===== src/rtl/vsa_pkg.sv =====
package vsa_pkg;
  localparam int unsigned VSA_WORD_W  = 32;
  localparam int unsigned VSA_NSLOT   = 4;
  localparam int unsigned VSA_CLASS_W = 3;
  // class c legality mask in bits [4c+3:4c], bit i = slot i
  localparam logic [31:0] VSA_MASKS   = 32'h0A58_1C3F;
endpackage


===== src/rtl/vsa_slot_pick.sv =====
module vsa_slot_pick #(
  parameter int unsigned NSLOT   = vsa_pkg::VSA_NSLOT,
  parameter int unsigned CLASS_W = vsa_pkg::VSA_CLASS_W,
  parameter logic [(1<<CLASS_W)*NSLOT-1:0] MASKS = vsa_pkg::VSA_MASKS,
  localparam int unsigned SLOT_W = $clog2(NSLOT)
) (
  input  logic [CLASS_W-1:0] cls,
  input  logic [NSLOT-1:0]   avail,
  output logic [SLOT_W-1:0]  slot,
  output logic               ok
);
  logic [NSLOT-1:0] cand;

  always_comb begin
    cand = MASKS[int'(cls)*NSLOT +: NSLOT] & avail;
    ok   = |cand;
    slot = '0;
    for (int i = 0; i < NSLOT; i++)
      if (cand[i]) slot = SLOT_W'(i);
  end
endmodule


===== src/rtl/vsa_pkt_collect.sv =====
module vsa_pkt_collect #(
  parameter int unsigned WORD_W  = vsa_pkg::VSA_WORD_W,
  parameter int unsigned NSLOT   = vsa_pkg::VSA_NSLOT,
  parameter int unsigned CLASS_W = vsa_pkg::VSA_CLASS_W,
  parameter logic [(1<<CLASS_W)*NSLOT-1:0] MASKS = vsa_pkg::VSA_MASKS,
  localparam int unsigned SLOT_W = $clog2(NSLOT),
  localparam int unsigned CNT_W  = $clog2(NSLOT),
  localparam int unsigned EOP_B  = WORD_W - 1 - CLASS_W
) (
  input  logic                    clk,
  input  logic                    rst,
  input  logic                    acc_en,
  input  logic [WORD_W-1:0]       word,
  output logic                    emit,
  output logic [NSLOT-1:0]        e_vld,
  output logic [NSLOT*WORD_W-1:0] e_words,
  output logic                    e_exc
);
  logic [NSLOT-1:0]        acc_vld;
  logic [NSLOT*WORD_W-1:0] acc_words;
  logic [NSLOT-1:0]        avail;
  logic [CNT_W-1:0]        cnt;
  logic                    err;

  logic [CLASS_W-1:0]      cls;
  logic                    eop, ok, last, over, bad, place;
  logic [SLOT_W-1:0]       slot;
  logic [NSLOT-1:0]        nxt_vld, below;
  logic [NSLOT*WORD_W-1:0] nxt_words;

  assign cls   = word[WORD_W-1 -: CLASS_W];
  assign eop   = word[EOP_B];
  assign last  = eop || (cnt == CNT_W'(NSLOT-1));
  assign over  = !eop && (cnt == CNT_W'(NSLOT-1));
  assign place = ok && !err;
  assign bad   = err || !ok || over;

  vsa_slot_pick #(.NSLOT(NSLOT), .CLASS_W(CLASS_W), .MASKS(MASKS)) u_pick (
    .cls(cls), .avail(avail), .slot(slot), .ok(ok)
  );

  generate
    for (genvar i = 0; i < NSLOT; i++) begin : g_slot
      assign nxt_vld[i] = acc_vld[i] || (place && slot == SLOT_W'(i));
      assign nxt_words[i*WORD_W +: WORD_W] =
        (place && slot == SLOT_W'(i)) ? word : acc_words[i*WORD_W +: WORD_W];
      assign below[i] = (i < int'(slot));
    end
  endgenerate

  assign emit    = acc_en && last;
  assign e_exc   = bad;
  assign e_vld   = bad ? '0 : nxt_vld;
  assign e_words = bad ? '0 : nxt_words;

  always_ff @(posedge clk) begin
    if (rst || (acc_en && last)) begin
      acc_vld   <= '0;
      acc_words <= '0;
      avail     <= '1;
      cnt       <= '0;
      err       <= 1'b0;
    end else if (acc_en) begin
      acc_vld   <= nxt_vld;
      acc_words <= nxt_words;
      cnt       <= cnt + 1'b1;
      err       <= err || !ok;
      if (ok) avail <= below;
    end
  end


  taken_above_avail_chk: assert property (@(posedge clk) disable iff (rst)
    (acc_vld & avail) == '0);

  one_slot_per_word_chk: assert property (@(posedge clk) disable iff (rst)
    !err |-> ($countones(acc_vld) == int'(cnt)));
endmodule


===== src/rtl/vsa_pkt_outreg.sv =====
module vsa_pkt_outreg #(
  parameter int unsigned WORD_W = vsa_pkg::VSA_WORD_W,
  parameter int unsigned NSLOT  = vsa_pkg::VSA_NSLOT
) (
  input  logic                    clk,
  input  logic                    rst,
  input  logic                    load,
  input  logic [NSLOT-1:0]        l_vld,
  input  logic [NSLOT*WORD_W-1:0] l_words,
  input  logic                    l_exc,
  input  logic                    out_ready,
  output logic                    out_valid,
  output logic [NSLOT-1:0]        out_slot_vld,
  output logic [NSLOT*WORD_W-1:0] out_slot_word,
  output logic                    out_exc
);
  always_ff @(posedge clk) begin
    if (rst) begin
      out_valid     <= 1'b0;
      out_slot_vld  <= '0;
      out_slot_word <= '0;
      out_exc       <= 1'b0;
    end else if (load) begin
      out_valid     <= 1'b1;
      out_slot_vld  <= l_vld;
      out_slot_word <= l_words;
      out_exc       <= l_exc;
    end else if (out_ready) begin
      out_valid     <= 1'b0;
    end
  end


  hold_under_stall_chk: assert property (@(posedge clk) disable iff (rst)
    out_valid && !out_ready |=> out_valid && $stable(out_slot_vld)
      && $stable(out_slot_word) && $stable(out_exc));

  exc_empty_chk: assert property (@(posedge clk) disable iff (rst)
    out_valid && out_exc |-> out_slot_vld == '0);

  good_nonempty_chk: assert property (@(posedge clk) disable iff (rst)
    out_valid && !out_exc |-> out_slot_vld != '0);
endmodule


===== src/rtl/vliw_slot_assigner.sv =====
module vliw_slot_assigner #(
  parameter int unsigned WORD_W  = vsa_pkg::VSA_WORD_W,
  parameter int unsigned NSLOT   = vsa_pkg::VSA_NSLOT,
  parameter int unsigned CLASS_W = vsa_pkg::VSA_CLASS_W,
  parameter logic [(1<<CLASS_W)*NSLOT-1:0] MASKS = vsa_pkg::VSA_MASKS
) (
  input  logic                    clk,
  input  logic                    rst,
  input  logic                    in_valid,
  output logic                    in_ready,
  input  logic [WORD_W-1:0]       in_word,
  output logic                    out_valid,
  input  logic                    out_ready,
  output logic [NSLOT-1:0]        out_slot_vld,
  output logic [NSLOT*WORD_W-1:0] out_slot_word,
  output logic                    out_exc
);
  logic                    acc_en, emit, e_exc;
  logic [NSLOT-1:0]        e_vld;
  logic [NSLOT*WORD_W-1:0] e_words;

  assign in_ready = !out_valid || out_ready;
  assign acc_en   = in_valid && in_ready;

  vsa_pkt_collect #(.WORD_W(WORD_W), .NSLOT(NSLOT), .CLASS_W(CLASS_W), .MASKS(MASKS)) u_collect (
    .clk(clk), .rst(rst), .acc_en(acc_en), .word(in_word),
    .emit(emit), .e_vld(e_vld), .e_words(e_words), .e_exc(e_exc)
  );

  vsa_pkt_outreg #(.WORD_W(WORD_W), .NSLOT(NSLOT)) u_out (
    .clk(clk), .rst(rst), .load(emit), .l_vld(e_vld), .l_words(e_words), .l_exc(e_exc),
    .out_ready(out_ready), .out_valid(out_valid), .out_slot_vld(out_slot_vld),
    .out_slot_word(out_slot_word), .out_exc(out_exc)
  );


  emit_sets_valid_chk: assert property (@(posedge clk) disable iff (rst)
    emit |=> out_valid);
endmodule


===== config.mk =====
export PLATFORM = sky130hd
export DESIGN_NAME = vliw_slot_assigner
export DESIGN_NICKNAME = d
export VERILOG_FILES = /design/src/rtl/vsa_pkg.sv /design/src/rtl/vsa_slot_pick.sv /design/src/rtl/vsa_pkt_collect.sv /design/src/rtl/vsa_pkt_outreg.sv /design/src/rtl/vliw_slot_assigner.sv
export SDC_FILE = /design/constraint.sdc
export NUM_CORES = 1
export LEC_CHECK = 0
export BUFFER_PORTS_ARGS = -buffer_cell sky130_fd_sc_hd__buf_2
export CAP_MARGIN = 25
export CORE_MARGIN = 5
export CORE_UTILIZATION = 50
export DETAILED_ROUTE_END_ITERATION = 7
export GPL_ROUTABILITY_DRIVEN = 0
export PLACE_DENSITY_LB_ADDON = 0.12
export SLEW_MARGIN = 20
export SYNTH_ARGS = -nofsm -noshare
export SYNTH_HDL_FRONTEND = slang
export SYNTH_SLANG_ARGS = --single-unit

===== constraint.sdc =====
create_clock -name clk -period 2.7 [get_ports clk]
set_clock_uncertainty 0.2 [all_clocks]
set_input_delay 0.405 -clock clk [delete_from_list [all_inputs] [get_ports clk]]
set_output_delay 0.405 -clock clk [all_outputs]
set_load 0.005 [all_outputs]

* Word level (Yosys, flattened, before mapping)
Cells that the tools add are included.
** Storage, ports and cells
- Logic and storage cells :: 55
- Flip-flop bits (word level) :: 273
- Output and inout bits :: 135
** Cells by class
- Reduce and logical (&&, ||, !) cells :: 25
- Bitwise operators :: 1
- Muxes and demuxes :: 11
- Shifts and indexed selects :: 1
- Add/subtract/negate cells :: 1
- Eq/ne operators :: 4
- Order comparisons :: 3
** Operators by type and width (count)
- $mux W128 :: 1
- $mux W32 :: 4
- $shiftx A32 B6 Y4 const A :: 1
- $logic_or A1 B1 Y1 :: 9
- $logic_and A1 B1 Y1 :: 8
- $eq A2 B2 Y1 const B :: 3
- $and A4 B4 Y4 :: 1
- $logic_not A1 Y1 :: 4
- $lt A1 B2 Y1 const A :: 2
- $mux W2 :: 2
- $mux W4 :: 1
- $reduce_or A4 Y1 :: 1
- $mux W1 :: 3
- $add A2 B1 Y2 const B :: 1
- $eq A2 B1 Y1 const B :: 1
- $logic_not A2 Y1 :: 1
- $lt A2 B2 Y1 const A :: 1
- $reduce_and A2 Y1 :: 1
- $reduce_bool A2 Y1 :: 1

* Longest topological paths before layout
- Word-level depth :: 9
- Depth in mapped cells :: 8

* Hierarchy
Synthesis repeated with hierarchy kept, for this count alone.
** Second synthesis, totals
- Cell total of the unflattened synthesis :: 1140
- Area, all modules :: 12260.5 µm²
** Modules (own cells, without submodules)
- vsa_pkt_collect :: area an instance 7423.4 µm², instances 1, cells an instance 691
- vsa_pkt_outreg :: area an instance 4729.5 µm², instances 1, cells an instance 433
- vsa_slot_pick :: area an instance 85.1 µm², instances 1, cells an instance 14
- vliw_slot_assigner :: area an instance 22.5 µm², instances 1, cells an instance 2

* Least setup slack after synthesis
No wires, ideal clock.
- Kind :: input to register
- Start point :: in in_word[31]
- End point :: reg u_out.out_slot_word[33]
- Data required time :: 2.386 ns
- Buffers on the path :: 3
- Setup slack :: 0.616 ns
- Stages on the path :: 8
- Arrival :: 1.770 ns
- Setup time :: 0.114 ns
- Path through :: buf_6 > and4bb_1 > or3_1 > and3_1 > buf_6 > buf_6 > a22o_1 > a21o_1
** Between the ends
- Word-level cells in the longest chain between the ends :: 9
** RTL lines
- start: declaration :: line vliw_slot_assigner.sv:11 : input logic [WORD_W-1:0] in_word,
- $shiftx A32 B6 Y4 (*) :: line vsa_slot_pick.sv:15 : cand = MASKS[int'(cls)*NSLOT +: NSLOT] & avail;
- $and A4 B4 Y4 (*) :: line vsa_slot_pick.sv:15
- $mux W1 :: line vsa_slot_pick.sv:19 : if (cand[i]) slot = SLOT_W'(i);
- $mux W2 (2 in a row) :: line vsa_slot_pick.sv:19
- $eq A2 B1 Y1 :: line vsa_pkt_collect.sv:46 : (place && slot == SLOT_W'(i)) ? word : acc_words[i*WORD_W +: WORD_W];
- $logic_and A1 B1 Y1 :: line vsa_pkt_collect.sv:46
- $mux W32 :: line vsa_pkt_collect.sv:46
- $mux W128 (*) :: line vsa_pkt_collect.sv:54 : assign e_words = bad ? '0 : nxt_words;
- end signal: assignment :: line vsa_pkt_outreg.sv:26 : out_slot_word <= l_words;
- end: declaration :: line vsa_pkt_outreg.sv:14 : output logic [NSLOT*WORD_W-1:0] out_slot_word,
Every way passes the cells marked *; elsewhere a longest branch is shown, timed or not.
A chain may end at the register's enable or synchronous reset.

==> flow_metrics.py <==
metrics = {
    "routing": {
        "wl_per_cell_um": 16.9,
        "drc": 0,
        "vias_per_cell": 5.30,
        "vias": 8629,
        "dr.pass1.iters": 5,
        "first_iter_violations": 560,
        "routed_wl_mm": 27.5,
        "ant_nets": 0,
    },
    "worst_setup_path": {
        "rr_endpoint": "u_out.out_slot_word[44]$_SDFFE_PP0P_",
        "slowest_stage": "and3_2",
        "r2r_setup_slack_ns": 0.42,
        "end_kind": "flip-flop",
        "timing.rr.start": "u_out.out_valid$_SDFFE_PP0P_",
        "crit_type": "in2reg",
        "start_kind": "input pin",
        "max_stage_delay_ns": 0.76,
        "timing.critical_path.required_ns": 2.98,
        "reg2reg_depth": 6,
        "crit_fanout": 31,
        "arrival_ns": 2.57,
        "worstPathCellList": "dlygate4sd3_1 > buf_2 > nor2_1 > and4_1 > and3_2 > a22o_1 > a21o_1",
    },
    "final_layout": {
        "final_util_pct": 61.7,
        "multiInputGateArea_sq_um": 4580,
        "final_net_count": 1369,
        "layout.cells.non_filler": 1628,
        "drive_above_1_share_pct": 19.4,
        "fill_cells": 1826,
        "stdcell_area_sq_um": 12900,
        "diodes": 0,
        "seqCellArea_sq_um": 5470,
        "area_delta_synth_final_pct": 22.0,
    },
    "floorplan": {
        "dieHeight_um": 155,
        "dieArea_sq_um": 24100,
        "io-pin-count": 171,
        "rows": 53,
        "die_x_um": 155,
        "coreArea_sq_um": 20900,
        "start_util_pct": 50.6,
    },
    "power_and_ir_drop": {
        "max-vdd-ir-drop_v": 0.000524,
        "p_per_area_nw_per_um2": 683,
        "p_leak_nw": 5.78,
    },
    "job": {
        "max-cap-violations": 0,
    },
    "timing": {
        "fmax_mhz": 436,
        "drv_slew": 0,
        "period_share_pct": 84.9,
        "relSlewSlack_pct": 40.3,
        "hold_viol_final": 0,
        "tns_ns": 0,
        "rsz0062_at_grt": "no",
        "worst_slew_pin_slew_ns": 0.893,
        "hold_slack_ns": 0.0257,
        "fin_crit_ns": 2.29,
        "setup_viol": 0,
    },
    "grt": {
        "overflow": 0,
        "grt_pass1_wl_mm": 44.1,
        "antenna_found_initial": 0,
        "grt_pass1_vias": 8083,
        "grt_usage_pct": 22.2,
        "grt_max_degree": 57,
    },
    "synth": {
        "syn-num-nets": 1221,
        "synth_cell_types": 47,
        "synth_area_sq_um": 10600,
        "syn_avg_cell_area_sq_um": 8.92,
        "seq_area_frac_synth_pct": 51.7,
        "ys_warn_count": 0,
        "netlist_top_cells_count": "273 x dfxtp_1, 263 x nand2_1, 124 x mux2i_1",
        "ys_async_sr_fraction_pct": 0,
        "yosys_register_bits": 273,
        "yosys.cell_count.top_type": "dfxtp_1",
        "synth_top_flop_cell": "dfxtp_1",
        "netlist_instances": 1184,
        "yosys.area.top_type_share_pct": 51.7,
        "synth_edf_count": 0,
        "synth_top_area_cell": "dfxtp_1",
        "synthTopCellsByArea": "dfxtp_1 52%, mux2i_1 12%, nand2_1 9.3%, o21ai_0 5.0%, a21oi_1 3.2%",
    },
    "placement": {
        "placed_area_sq_um": 11700,
        "dpl.cell_count": 1549,
        "io_buffers": 170,
        "hpwl_mm": 17.8,
    },
    "worst_hold_path": {
        "hold_depth": 3,
        "whs_endpoint": "u_collect.acc_words[67]$_SDFFE_PP0P_",
        "min-delay-start": "in_word[3]",
        "hold_path_class": "in2reg",
    },
    "clock_tree": {
        "post_cts_resized": 0,
        "clockRootBuffer": "clkbuf_16",
        "htree_levels": 1,
        "clk_latency_ns": 0.53,
        "ctsHoldBuffers": 28,
        "cts_setup_buffers": 0,
        "numCtsBuffers": 28,
        "cts_sinks": 273,
        "cts_tree": "done",
        "cts_buffer_depth": 3,
        "clkTransAtPathRegs_ns": 0.06,
    },
    "run_status": {
        "status": "finished clean",
    },
}
flip-flops by register name (all words and copies together) (netlist names):
name and flops:
u_out.out_slot_word 128, u_collect.err 1, u_out.out_slot_vld 4, u_collect.avail 4, u_out.out_valid 1, u_collect.acc_vld 4
u_out.out_exc 1, u_collect.cnt 2, u_collect.acc_words 128
through the flow:
stage / total power [mW] / worst slack [ns]
finish: 8.81 / 0.408
global placement: 5.07 / 0.201
CTS: 8.87 / 0.461
global route: 9.14 / 0.351
floorplan: 4.78 / 0.616
detailed placement: 5.08 / 0.168
metal layers:
metal | GRT usage (%) | up-vias | share of wire [%]
li1 | - | 4296 | -
met1 | 31.0 | 4100 | 46
met2 | 36.7 | 211 | 47
met3 | 3.70 | 22 | 5.9
met4 | 4.13 | 0 | 0.98
met5 | 0 | - | 0
cell type report:
| type | count | area share, % |
|---|---|---|
| Multi-Input combinational cell | 790 | 35.5 |
| Clock inverter | 5 | 0.388 |
| Timing Repair Buffer | 236 | 12.3 |
| Clock buffer | 46 | 6.67 |
| Inverter | 3 | 0.0874 |
| Sequential cell | 273 | 42.4 |
| Tap cell | 275 | 2.67 |
kinds of logic (layout without fill, tap and decap cells):
logic type | Yosys count | after routing | synth area share [%]
DFF | 273 | 273 | 51.7
AOI/OAI and AO/OA | 277 | 277 | 15.5
buffers and inverters | 121 | 290 | 5.50
adders and majority gates | 1 | 1 | 0.118
xor gates and xnor gates | 1 | 1 | 0.0829
muxes | 124 | 124 | 11.7
and+or+nand+nor | 387 | 387 | 15.4
how the worst max path moves through the flow:
stage	from	endpoint	slack, ns
floorplan	in_word[31]	u_out.out_slot_word[33]$_SDFFE_PP0P_	0.62
global placement	in_word[29]	u_out.out_slot_word[45]$_SDFFE_PP0P_	0.20
detailed placement	in_word[29]	u_out.out_slot_word[44]$_SDFFE_PP0P_	0.17
CTS	rst	u_out.out_slot_word[44]$_SDFFE_PP0P_	0.46
global route	u_out.out_valid$_SDFFE_PP0P_	u_out.out_slot_word[44]$_SDFFE_PP0P_	0.35
finish	rst	u_out.out_slot_word[44]$_SDFFE_PP0P_	0.41
power breakdown:
part / internal [mW] / switching [mW]
clock network: 2.25 / 1.53
logic: 0.328 / 0.504
registers: 4.13 / 0.0588
cells in the final DEF, fill, tap and decap left out, types with 7 or more instances in the layout:
master / n
a21o_1: 32
a21oi_1: 67
a22o_1: 32
buf_12: 13
buf_2: 170
buf_4: 25
clkbuf_1: 10
clkbuf_16: 29
clkbuf_8: 7
dfxtp_1: 273
dlygate4sd3_1: 28
mux2i_1: 124
nand2_1: 263
nand3_1: 33
nor2_1: 50
nor2b_1: 7
o21ai_0: 105
o21ai_1: 30
critical path, delay by kind of cell:
kind,cells,cell delay (ns)
buf+inv,2,0.69
simple gates,3,1.12
compound gates,2,0.33
Power figures use the tool's default switching activity.
